**config.mk**
```make
export PLATFORM = sky130hd
export DESIGN_NAME = i2c_busclk_div
export DESIGN_NICKNAME = d
export VERILOG_FILES = /design/src/rtl/i2cdiv_pkg.sv /design/src/rtl/i2cdiv_regs.sv /design/src/rtl/i2cdiv_lin.sv /design/src/rtl/i2cdiv_pow2.sv /design/src/rtl/i2cdiv_phase.sv /design/src/rtl/i2c_busclk_div.sv
export SDC_FILE = /design/constraint.sdc
export NUM_CORES = 1
export LEC_CHECK = 0
export ABC_AREA = 1
export CORE_ASPECT_RATIO = 0.7
export CORE_MARGIN = 8
export CORE_UTILIZATION = 45
export CTS_BUF_LIST = sky130_fd_sc_hd__clkbuf_4 sky130_fd_sc_hd__clkbuf_8
export DETAILED_ROUTE_END_ITERATION = 6
export HOLD_SLACK_MARGIN = 0.12
export MAX_ROUTING_LAYER = met4
export PLACE_DENSITY = 0.65
export SLEW_MARGIN = 20
export SYNTH_ARGS = -nofsm -noshare
export SYNTH_HDL_FRONTEND = slang
export SYNTH_SLANG_ARGS = --single-unit
```
**constraint.sdc**
```tcl
create_clock -name clk -period 2 [get_ports clk]
set_input_delay 0.5 -clock clk [delete_from_list [all_inputs] [get_ports clk]]
set_output_delay 0.5 -clock clk [all_outputs]
set_load 0.1 [all_outputs]
```
**src/rtl/i2cdiv_pkg.sv**
```systemverilog
// Shared field layout and types for the I2C bus clock divider.
// Assumes the factor register keeps N in its low bits and M directly above.
package i2cdiv_pkg;
    localparam int N_W   = 3;                 // exponent factor width
    localparam int M_W   = 4;                 // linear factor width
    localparam int REG_W = 8;                 // register data width
    localparam int N_LSB = 0;
    localparam int M_LSB = N_LSB + N_W;
    localparam int EXP_W = N_W + 1;           // holds 0 .. 2^N_W
    localparam int P2_W  = 1 << N_W;          // counter bits for 2^(max exponent)

    typedef struct packed {
        logic [M_W-1:0] m;
        logic [N_W-1:0] n;
        logic           alt;
    } div_cfg_t;

    // Exponent applied by the power-of-two stage for a given configuration.
    function automatic logic [EXP_W-1:0] exp_of(div_cfg_t c);
        logic [EXP_W-1:0] e;
        e = EXP_W'(c.n);
        if (!c.alt) e = e + EXP_W'(1);
        return e;
    endfunction
endpackage

```
**src/rtl/i2cdiv_regs.sv**
```systemverilog
// Factor register decode and active-copy holding for the bus divider.
// A write to DIV_ADDR updates a shadow copy. The shadow copy, together with
// the exponent-mode pin, moves into the active copy only on commit (a
// terminal count). A write to SRST_ADDR clears everything. Assumes
// DIV_ADDR != SRST_ADDR.
module i2cdiv_regs
    import i2cdiv_pkg::*;
#(
    parameter int ADDR_W = 2,
    parameter logic [ADDR_W-1:0] DIV_ADDR  = ADDR_W'(1),
    parameter logic [ADDR_W-1:0] SRST_ADDR = ADDR_W'(2)
) (
    input  logic              clk,
    input  logic              rst_n,
    input  logic              wr_en,
    input  logic [ADDR_W-1:0] wr_addr,
    input  logic [REG_W-1:0]  wr_data,
    input  logic              alt_mode,
    input  logic              commit,
    output logic              clr,
    output div_cfg_t          cfg_act
);
    logic [M_W-1:0] m_sh;
    logic [N_W-1:0] n_sh;
    logic           div_wr;
    logic           unused_hi;

    assign clr       = wr_en && (wr_addr == SRST_ADDR);
    assign div_wr    = wr_en && (wr_addr == DIV_ADDR);
    assign unused_hi = ^wr_data[REG_W-1:M_LSB+M_W];

    // Shadow copy: captures the factor fields of each register write.
    always_ff @(posedge clk) begin
        if (!rst_n || clr) begin
            m_sh <= '0;
            n_sh <= '0;
        end else if (div_wr) begin
            m_sh <= wr_data[M_LSB +: M_W];
            n_sh <= wr_data[N_LSB +: N_W];
        end
    end

    // Active copy: adopts shadow and mode only at a terminal count.
    always_ff @(posedge clk) begin
        if (!rst_n || clr) begin
            cfg_act <= '0;
        end else if (commit) begin
            cfg_act <= '{m: m_sh, n: n_sh, alt: alt_mode};
        end
    end

    assert_cfg_hold_R6: assert property (@(posedge clk) disable iff (!rst_n)
        (!commit && !clr) |=> $stable(cfg_act));

    assert_other_addr_ignored_R9: assert property (@(posedge clk) disable iff (!rst_n)
        (wr_en && wr_addr != DIV_ADDR && wr_addr != SRST_ADDR)
            |=> ($stable(m_sh) && $stable(n_sh)));
endmodule

```
**src/rtl/i2cdiv_lin.sv**
```systemverilog
// Linear prescaler: counts 0..lim and flags the wrap cycle (divide by lim+1).
// Assumes lim changes only in a cycle where wrap is high, or on clr.
module i2cdiv_lin #(
    parameter int W = 4
) (
    input  logic         clk,
    input  logic         rst_n,
    input  logic         clr,
    input  logic [W-1:0] lim,
    output logic         wrap
);
    logic [W-1:0] cnt;

    assign wrap = (cnt == lim);

    // Count up and restart after the limit.
    always_ff @(posedge clk) begin
        if (!rst_n || clr) cnt <= '0;
        else if (wrap)     cnt <= '0;
        else               cnt <= cnt + W'(1);
    end

    assert_cnt_in_range_R2: assert property (@(posedge clk) disable iff (!rst_n)
        cnt <= lim);
endmodule

```
**src/rtl/i2cdiv_pow2.sv**
```systemverilog
// Power-of-two stage: counts prescaler steps and raises term on the last step
// of each 2^exp_sel group. Assumes exp_sel <= CW and that exp_sel changes only
// in a term cycle or on clr.
module i2cdiv_pow2 #(
    parameter int CW = 8,
    parameter int EW = 4
) (
    input  logic          clk,
    input  logic          rst_n,
    input  logic          clr,
    input  logic          step,
    input  logic [EW-1:0] exp_sel,
    output logic          term
);
    logic [CW-1:0] cnt;
    logic [CW-1:0] mask;

    // Terminal mask: the low exp_sel bits are set.
    for (genvar i = 0; i < CW; i++) begin : g_mask
        assign mask[i] = (EW'(i) < exp_sel);
    end

    assign term = step && (cnt == mask);

    // Advance once per prescaler wrap and restart on the terminal step.
    always_ff @(posedge clk) begin
        if (!rst_n || clr) cnt <= '0;
        else if (term)     cnt <= '0;
        else if (step)     cnt <= cnt + CW'(1);
    end

    assert_pow2_in_mask_R3: assert property (@(posedge clk) disable iff (!rst_n)
        cnt <= mask);
endmodule

```
**src/rtl/i2cdiv_phase.sv**
```systemverilog
// Output stage: registers the sampling tick and groups ticks into SCL half
// periods of OVS/2 ticks each. Assumes OVS is even and at least 2.
module i2cdiv_phase #(
    parameter int OVS = 10
) (
    input  logic clk,
    input  logic rst_n,
    input  logic clr,
    input  logic term,
    output logic sample_tick,
    output logic scl_toggle,
    output logic scl_phase
);
    localparam int HALF = OVS / 2;
    localparam int PW   = (HALF > 1) ? $clog2(HALF) : 1;

    logic [PW-1:0] ph_cnt;
    logic          half_end;

    assign half_end = (ph_cnt == PW'(HALF - 1));

    // Register the tick and step the half-period counter on each tick.
    always_ff @(posedge clk) begin
        if (!rst_n || clr) begin
            sample_tick <= 1'b0;
            scl_toggle  <= 1'b0;
            scl_phase   <= 1'b0;
            ph_cnt      <= '0;
        end else begin
            sample_tick <= term;
            scl_toggle  <= term && half_end;
            if (term) begin
                if (half_end) begin
                    ph_cnt    <= '0;
                    scl_phase <= ~scl_phase;
                end else begin
                    ph_cnt <= ph_cnt + PW'(1);
                end
            end
        end
    end

    assert_toggle_on_tick_R5: assert property (@(posedge clk) disable iff (!rst_n)
        scl_toggle |-> sample_tick);

    assert_phase_cnt_R5: assert property (@(posedge clk) disable iff (!rst_n)
        ph_cnt < PW'(HALF));

    assert_phase_moves_on_toggle_R5: assert property (@(posedge clk) disable iff (!rst_n)
        !$stable(scl_phase) |-> (scl_toggle || $past(clr)));
endmodule

```
**src/rtl/i2c_busclk_div.sv**
```systemverilog
// I2C bus clock divider top. Cascades a linear (M+1) prescaler with a
// 2^exp stage to make the sampling tick, then groups ticks into SCL halves.
// Factor and mode changes take effect at the terminal count.
// Assumes a single write per cycle and distinct register addresses.
module i2c_busclk_div
    import i2cdiv_pkg::*;
#(
    parameter int ADDR_W = 2,
    parameter logic [ADDR_W-1:0] DIV_ADDR  = ADDR_W'(1),
    parameter logic [ADDR_W-1:0] SRST_ADDR = ADDR_W'(2),
    parameter int OVS = 10
) (
    input  logic              clk,
    input  logic              rst_n,
    input  logic              wr_en,
    input  logic [ADDR_W-1:0] wr_addr,
    input  logic [REG_W-1:0]  wr_data,
    input  logic              alt_exp,
    output logic              sample_tick,
    output logic              scl_toggle,
    output logic              scl_phase
);
    logic             clr;
    logic             wrap;
    logic             term;
    div_cfg_t         cfg_act;
    logic [EXP_W-1:0] exp_sel;

    assign exp_sel = exp_of(cfg_act);

    i2cdiv_regs #(.ADDR_W(ADDR_W), .DIV_ADDR(DIV_ADDR), .SRST_ADDR(SRST_ADDR)) u_regs (
        .clk(clk), .rst_n(rst_n), .wr_en(wr_en), .wr_addr(wr_addr),
        .wr_data(wr_data), .alt_mode(alt_exp), .commit(term),
        .clr(clr), .cfg_act(cfg_act)
    );

    i2cdiv_lin #(.W(M_W)) u_lin (
        .clk(clk), .rst_n(rst_n), .clr(clr), .lim(cfg_act.m), .wrap(wrap)
    );

    i2cdiv_pow2 #(.CW(P2_W), .EW(EXP_W)) u_pow2 (
        .clk(clk), .rst_n(rst_n), .clr(clr), .step(wrap),
        .exp_sel(exp_sel), .term(term)
    );

    i2cdiv_phase #(.OVS(OVS)) u_phase (
        .clk(clk), .rst_n(rst_n), .clr(clr), .term(term),
        .sample_tick(sample_tick), .scl_toggle(scl_toggle), .scl_phase(scl_phase)
    );
endmodule

```
==> results of run 1 <==
==> metal layers <==
layer | routed length (microns) | track usage (%) | vias up
met2 | 1420 | 18.0 | 32
met5 | 0 | - | -
met1 | 2040 | 17.4 | 656
met4 | 67 | 6.19 | 0
li1 | - | - | 832
met3 | 162 | 3.50 | 7
==> cells in the final DEF (no fill, tap or decap), types with 3 or more instances in the layout <==
| master | instances |
|---|---|
| nand2_4 | 3 |
| or2_2 | 3 |
| nand2_2 | 11 |
| dfxtp_1 | 32 |
| clkdlybuf4s50_1 | 12 |
| nand3_2 | 5 |
| nor2_1 | 16 |
| clkbuf_8 | 6 |
| ha_1 | 4 |
| nand3_1 | 22 |
| nor2_4 | 4 |
| a21oi_1 | 7 |
| xor2_1 | 8 |
| a21oi_2 | 6 |
| nand2_1 | 69 |
| nand4_1 | 5 |
| buf_4 | 12 |
| inv_1 | 26 |
| o21ai_1 | 4 |
==> Yosys cell counts (all sizes together) <==
| library cell | instances | area share, % |
|---|---|---|
| dfxtp | 33 | 38 |
| nor3 | 2 | 0.57 |
| nor2 | 22 | 7.0 |
| xnor2 | 1 | 0.50 |
| clkbuf | 1 | 0.21 |
| or2 | 3 | 1.1 |
| a21oi | 13 | 5.0 |
| nand4 | 6 | 2.5 |
| xor2 | 8 | 4.0 |
| nand3b | 2 | 0.85 |
| nand3 | 27 | 8.0 |
| inv | 28 | 6.0 |
| nand2 | 84 | 20 |
| o21ai | 6 | 2.1 |
| buf | 1 | 0.85 |
| ha | 5 | 3.6 |
==> worst paths after layout <==
check	startpoint	endpoint	slack (ps)	cells past startpoint
worst max-delay path	u_regs.cfg_act[1]	u_regs.cfg_act[4]	110	11
worst min-delay path	u_regs.m_sh[3]	u_regs.cfg_act[7]	450	2
worst max register to register	u_regs.cfg_act[1]	u_regs.cfg_act[4]	110	11
worst min register to register	u_regs.m_sh[3]	u_regs.cfg_act[7]	450	2
==> power by group through the flow <==
| stage | sequential [mW] | combinational [mW] | clock (mW) |
|---|---|---|---|
| final | 0.771 | 0.804 | 0.658 |
| after global routing | 0.778 | 0.896 | 0.697 |
| after CTS | 0.770 | 0.710 | 0.681 |
| after detailed placement | 0.785 | 0.709 | 0 |
| after global placement | 0.783 | 0.701 | 0 |
| after floorplan | 0.826 | 0.484 | 0 |
==> sequential cells by signal, indices dropped and copies added (netlist names) <==
name                 cells
u_phase.ph_cnt           3
u_phase.scl_toggle       1
u_regs.cfg_act           8
u_pow2.cnt               8
u_phase.sample_tick      1
u_regs.n_sh              3
u_lin.cnt                4
u_regs.m_sh              4
u_phase.scl_phase        1
==> critical path, cell delays in order (launching register included) <==
cell,delay (ps)
dfxtp_1,370
buf_4,140
nand2_2,80
nor2_2,200
xor2_1,130
nor2_1,190
nand2_1,120
nor2_4,120
nand2_4,130
buf_4,170
nand3_1,70
nand2_1,50
==> stage by stage <==
stage	cells	utilization [%]	setup TNS [ps]	cell area, sq um
after floorplan	242	-	0	1760
after global placement	315	52.8	0	2020
after detailed placement	315	52.8	0	2020
after CTS	323	56.0	0	2140
after global routing	326	58.2	-112	2230
final	326	58.2	0	2230
==> layout make-up <==
cell class	count	area share (%)
inverters	28	4.72
clock buffers	7	4.04
repair buffers	25	10.3
multi-input cells	180	46.9
clock inverters	1	1.35
flip-flops and latches	33	29.7
well taps	52	2.92
==> logic make-up after synthesis <==
group	count (synthesis)	share of synthesized area (%)
and+or+nand+nor	146	40.3
DFF	33	37.5
buffers and inverters	30	7.04
AOI/OAI and AO/OA	19	7.11
xor gates and xnor gates	9	4.48
adders and majority gates	5	3.55
==> timing repair <==
| item | CTS | global route |
|---|---|---|
| setup endpoints to repair | 0 | 20 |
| resized for setup | 0 | 15 |
| buffers inserted | 0 | 2 |
==> flow_metrics.py, run 1 <==
metrics = {
    "outcome": {
        "status": "complete, no violations",
    },
    "power_and_ir_drop": {
        "irDropWorstVdd_v": 0.000597,
        "clkPwrFrac_pct": 29.5,
        "intPower_mw": 1.42,
        "power_density_nw_per_um2": 1000,
        "leakagePower_nw": 0.985,
        "netSwitchingPower_uw": 811,
        "seqPwrFrac_pct": 34.5,
        "power_mw": 2.23,
        "p_comb_share_pct": 36.0,
        "switching_share_pct": 36.3,
    },
    "placed_design": {
        "place_ws_ps": 83.2,
        "place.gp.congestion": 0.895,
        "dp_hpwl_microns": 2720,
        "io_buffers": 15,
    },
    "drt": {
        "drtAntennaViolNets": 0,
        "first_iter_violations": 109,
        "routed_via_density": 4.68,
        "routedWlPerCell_microns": 11.3,
        "drt_drc_violations_left": 0,
        "dr.pass1.iters": 4,
        "vias": 1527,
        "wl_microns": 3700,
    },
    "timing": {
        "setup_viol_count_final": 0,
        "hold_viol": 0,
        "worst_pin_slew_ps": 367,
        "slew_viol_final": 0,
        "period_needed_ps": 1890,
        "min_period_over_period_pct": 94.3,
        "relSlewSlack_pct": 75.3,
        "fin_ws_ps": 113,
        "timing.hold.ws_ps": 450,
        "fin_worst_skew_ps": 3.19,
        "fmax_mhz": 530,
    },
    "die": {
        "initial_core_util_pct": 46.0,
        "die_w_microns": 90.8,
        "rows": 19,
        "io_pins": 17,
        "die_h_microns": 68.3,
        "die_area_sq_um": 6200,
        "core-area_sq_um": 3830,
    },
    "cells_and_area": {
        "nets": 292,
        "nFillCells": 373,
        "multi_input_area_sq_um": 1050,
        "drive_gt1_share_pct": 23.4,
        "area_growth_pct": 26.6,
        "seq_area_sq_um": 662,
        "antenna_cells": 0,
    },
    "synth": {
        "syn_nets": 261,
        "avgSynthCellArea_sq_um": 7.27,
        "synth-seq-cells": 33,
        "mappedNetlistArea_sq_um": 1760,
        "synth_cell_type_count": 27,
        "postSynthCellCount": 242,
        "yosysSeqAreaShare_pct": 37.5,
        "ys_warn_count": 0,
    },
    "setup_path": {
        "critPathArrivalTime_ps": 2070,
        "cp_max_fo": 5,
        "required_ps": 2180,
        "cp-end-kind": "flip-flop",
        "startpoint_type": "flip-flop",
        "critPathKind": "reg2reg",
    },
    "clock_tree": {
        "clock_sinks": 33,
        "htreeDepth": 2,
        "cts_buffer_depth": 2,
        "ctsHoldBuffers": 0,
        "clkLatencyLatePin_ps": 280,
        "cts_tree": "done",
        "cts-root-buf": "clkbuf_8",
        "path_clk_slew_ps": 70,
        "numCtsBuffers": 5,
    },
    "grt": {
        "gr-total-overflow": 0,
        "grt_pass1_wl_microns": 6360,
        "grt_pass1_vias": 1441,
        "track_usage_pct": 13.1,
        "antenna_found_initial": 0,
        "grt_max_degree": 14,
    },
    "min_path": {
        "hold_class": "reg2reg",
    },
    "run": {
        "maxCapViolCount": 0,
    },
}
Note: power is estimated with default switching activity, not from simulation.
==> inputs of run 2 (changes only) <==
CORE_MARGIN = 5   (was 8)
==> run 2 against run 1 <==
  * Utilization fell by 1.2 points
  * Total power fell by 8.5%
  * Worst setup slack improved by 26 ps
  * Sequential power barely moved
==> flow_metrics.py, run 2 (synthesis gave the netlist of run 1 again) <==
metrics = {
    "drt": {
        "wl_microns": 3600,
        "vias": 1544,
        "routed_via_density": 4.77,
        "dr.pass1.iters": 4,
        "drt_drc_violations_left": 0,
        "drtAntennaViolNets": 0,
        "first_iter_violations": 73,
        "routedWlPerCell_microns": 11.1,
    },
    "setup_path": {
        "r2r_slack_ps": 140,
        "path_cells": "ha_4 -> nand2_1 -> nand2_2 -> nand3_2 -> nand2_1 -> nand3_2 -> nand2_2 -> nand2_2 -> nor2_4 -> nand2_4 -> buf_6 -> nand3_1 -> nand2_1",
        "startpoint_type": "flip-flop",
        "critPathArrivalTime_ps": 2030,
        "slowest_delay_ps": 340,
        "cp-end-kind": "flip-flop",
        "crit_path_top_delay_cell": "dfxtp_2",
        "required_ps": 2170,
        "critPathKind": "reg2reg",
        "cp_max_fo": 5,
    },
    "timing": {
        "fin_ws_ps": 139,
        "min_period_over_period_pct": 93.0,
        "setup_viol_count_final": 0,
        "worst_pin_slew_ps": 341,
        "setup-tns-final_ps": 0,
        "relSlewSlack_pct": 77.2,
        "fmax_mhz": 537,
        "period_needed_ps": 1860,
        "timing.hold.ws_ps": 444,
        "fin_worst_skew_ps": 6.49,
        "slew_viol_final": 0,
        "hold_viol": 0,
    },
    "clock_tree": {
        "clkLatencyLatePin_ps": 280,
        "post_cts_buffers": 0,
        "cts-root-buf": "clkbuf_8",
        "path_clk_slew_ps": 70,
        "numCtsBuffers": 5,
        "clock_sinks": 33,
        "cts_tree": "done",
        "htreeDepth": 2,
        "cts_buffer_depth": 2,
    },
    "grt": {
        "grt_max_degree": 14,
        "grt_pass1_wl_microns": 6220,
        "antenna_found_initial": 0,
        "gr-total-overflow": 0,
        "grt_pass1_vias": 1415,
        "track_usage_pct": 14.6,
    },
    "cells_and_area": {
        "drive_gt1_share_pct": 23.2,
        "nets": 292,
        "reg_top3": "u_pow2.cnt x8, u_regs.cfg_act x8",
        "area_growth_pct": 24.7,
        "layout_common_cells": "nand2_1 (68), dfxtp_1 (31), inv_1 (26), nand3_1 (23), nor2_1 (16)",
        "nFillCells": 381,
        "antenna_cells": 0,
        "layout_commonest_cell": "nand2_1",
        "utilization_pct": 57.0,
    },
    "die": {
        "initial_core_util_pct": 45.7,
        "die_h_microns": 62.3,
        "core-area_sq_um": 3850,
        "rows": 19,
        "io_pins": 17,
        "die_area_sq_um": 5280,
        "die_w_microns": 84.8,
    },
    "placed_design": {
        "place.gp.congestion": 0.837,
        "dp_hpwl_microns": 2680,
        "place_ws_ps": 84.4,
        "io_buffers": 15,
    },
    "power_and_ir_drop": {
        "leakagePower_nw": 0.966,
        "power_density_nw_per_um2": 931,
        "power_mw": 2.04,
        "irDropWorstVdd_v": 0.000561,
    },
    "outcome": {
        "status": "complete, no violations",
    },
    "run": {
        "maxCapViolCount": 0,
    },
    "min_path": {
        "hold_class": "reg2reg",
    },
}
## run 2: layout make-up
class	count	area, sq um	share of cell area [%]
Sequential cell	33	663	30.2
Multi-Input combinational cell	180	1050	48.0
Timing Repair Buffer	25	234	10.7
Tap cell	52	65.1	2.96
Clock buffer	5	68.8	3.14
Clock inverter	1	5.00	0.228
Inverter	28	105	4.79
## run 2: path summary, 6_finish.rpt
kind / start / endpoint / cells after the start
min: u_regs.m_sh[2] / u_regs.cfg_act[6] / 2
max: u_regs.cfg_act[2] / u_regs.cfg_act[5] / 13
max reg2reg: u_regs.cfg_act[2] / u_regs.cfg_act[5] / 13
min reg2reg: u_regs.m_sh[2] / u_regs.cfg_act[6] / 2
## run 2: metal layers
layer / global-route usage (%) / part of all wire [%] / vias to the layer above
met1: 21.7 / 55 / 680
met5: - / 0 / -
met2: 19.8 / 39 / 35
li1: - / - / 827
met4: 2.37 / 0.36 / 0
met3: 4.23 / 6.1 / 2
## run 2: metrics by stage
stage	instances	instance area [sq um]
after floorplan	242	1760
after global placement	317	2040
after detailed placement	317	2040
after CTS	323	2110
after global routing	324	2190
final	324	2190
## run 2: report_power, final
group / total [mW] / switching (mW) / internal [mW]
clock network: 0.448 / 0.220 / 0.229
logic: 0.823 / 0.521 / 0.303
registers: 0.771 / 0.0575 / 0.714
total: 2.04 / 0.798 / 1.24
## run 2: critical path, delay by kind of cell (launching register included)
kind                       cells  cell delay (ps)
and+or+nand+nor               11              980
DFF                            1              340
adders and majority gates      1              260
buffers and inverters          1              150
## run 2: what timing repair did
item	CTS	global route
setup endpoints to repair	0	20
hold endpoints to repair	0	0
gates resized for setup	0	18
hold buffers	0	0
==> inputs of run 3 (changes only) <==
CTS_CLUSTER_DIAMETER = 200   (was unset)
==> results of run 3 <==
Same layout as run 2: the final DEF is identical, and so are final timing and power.
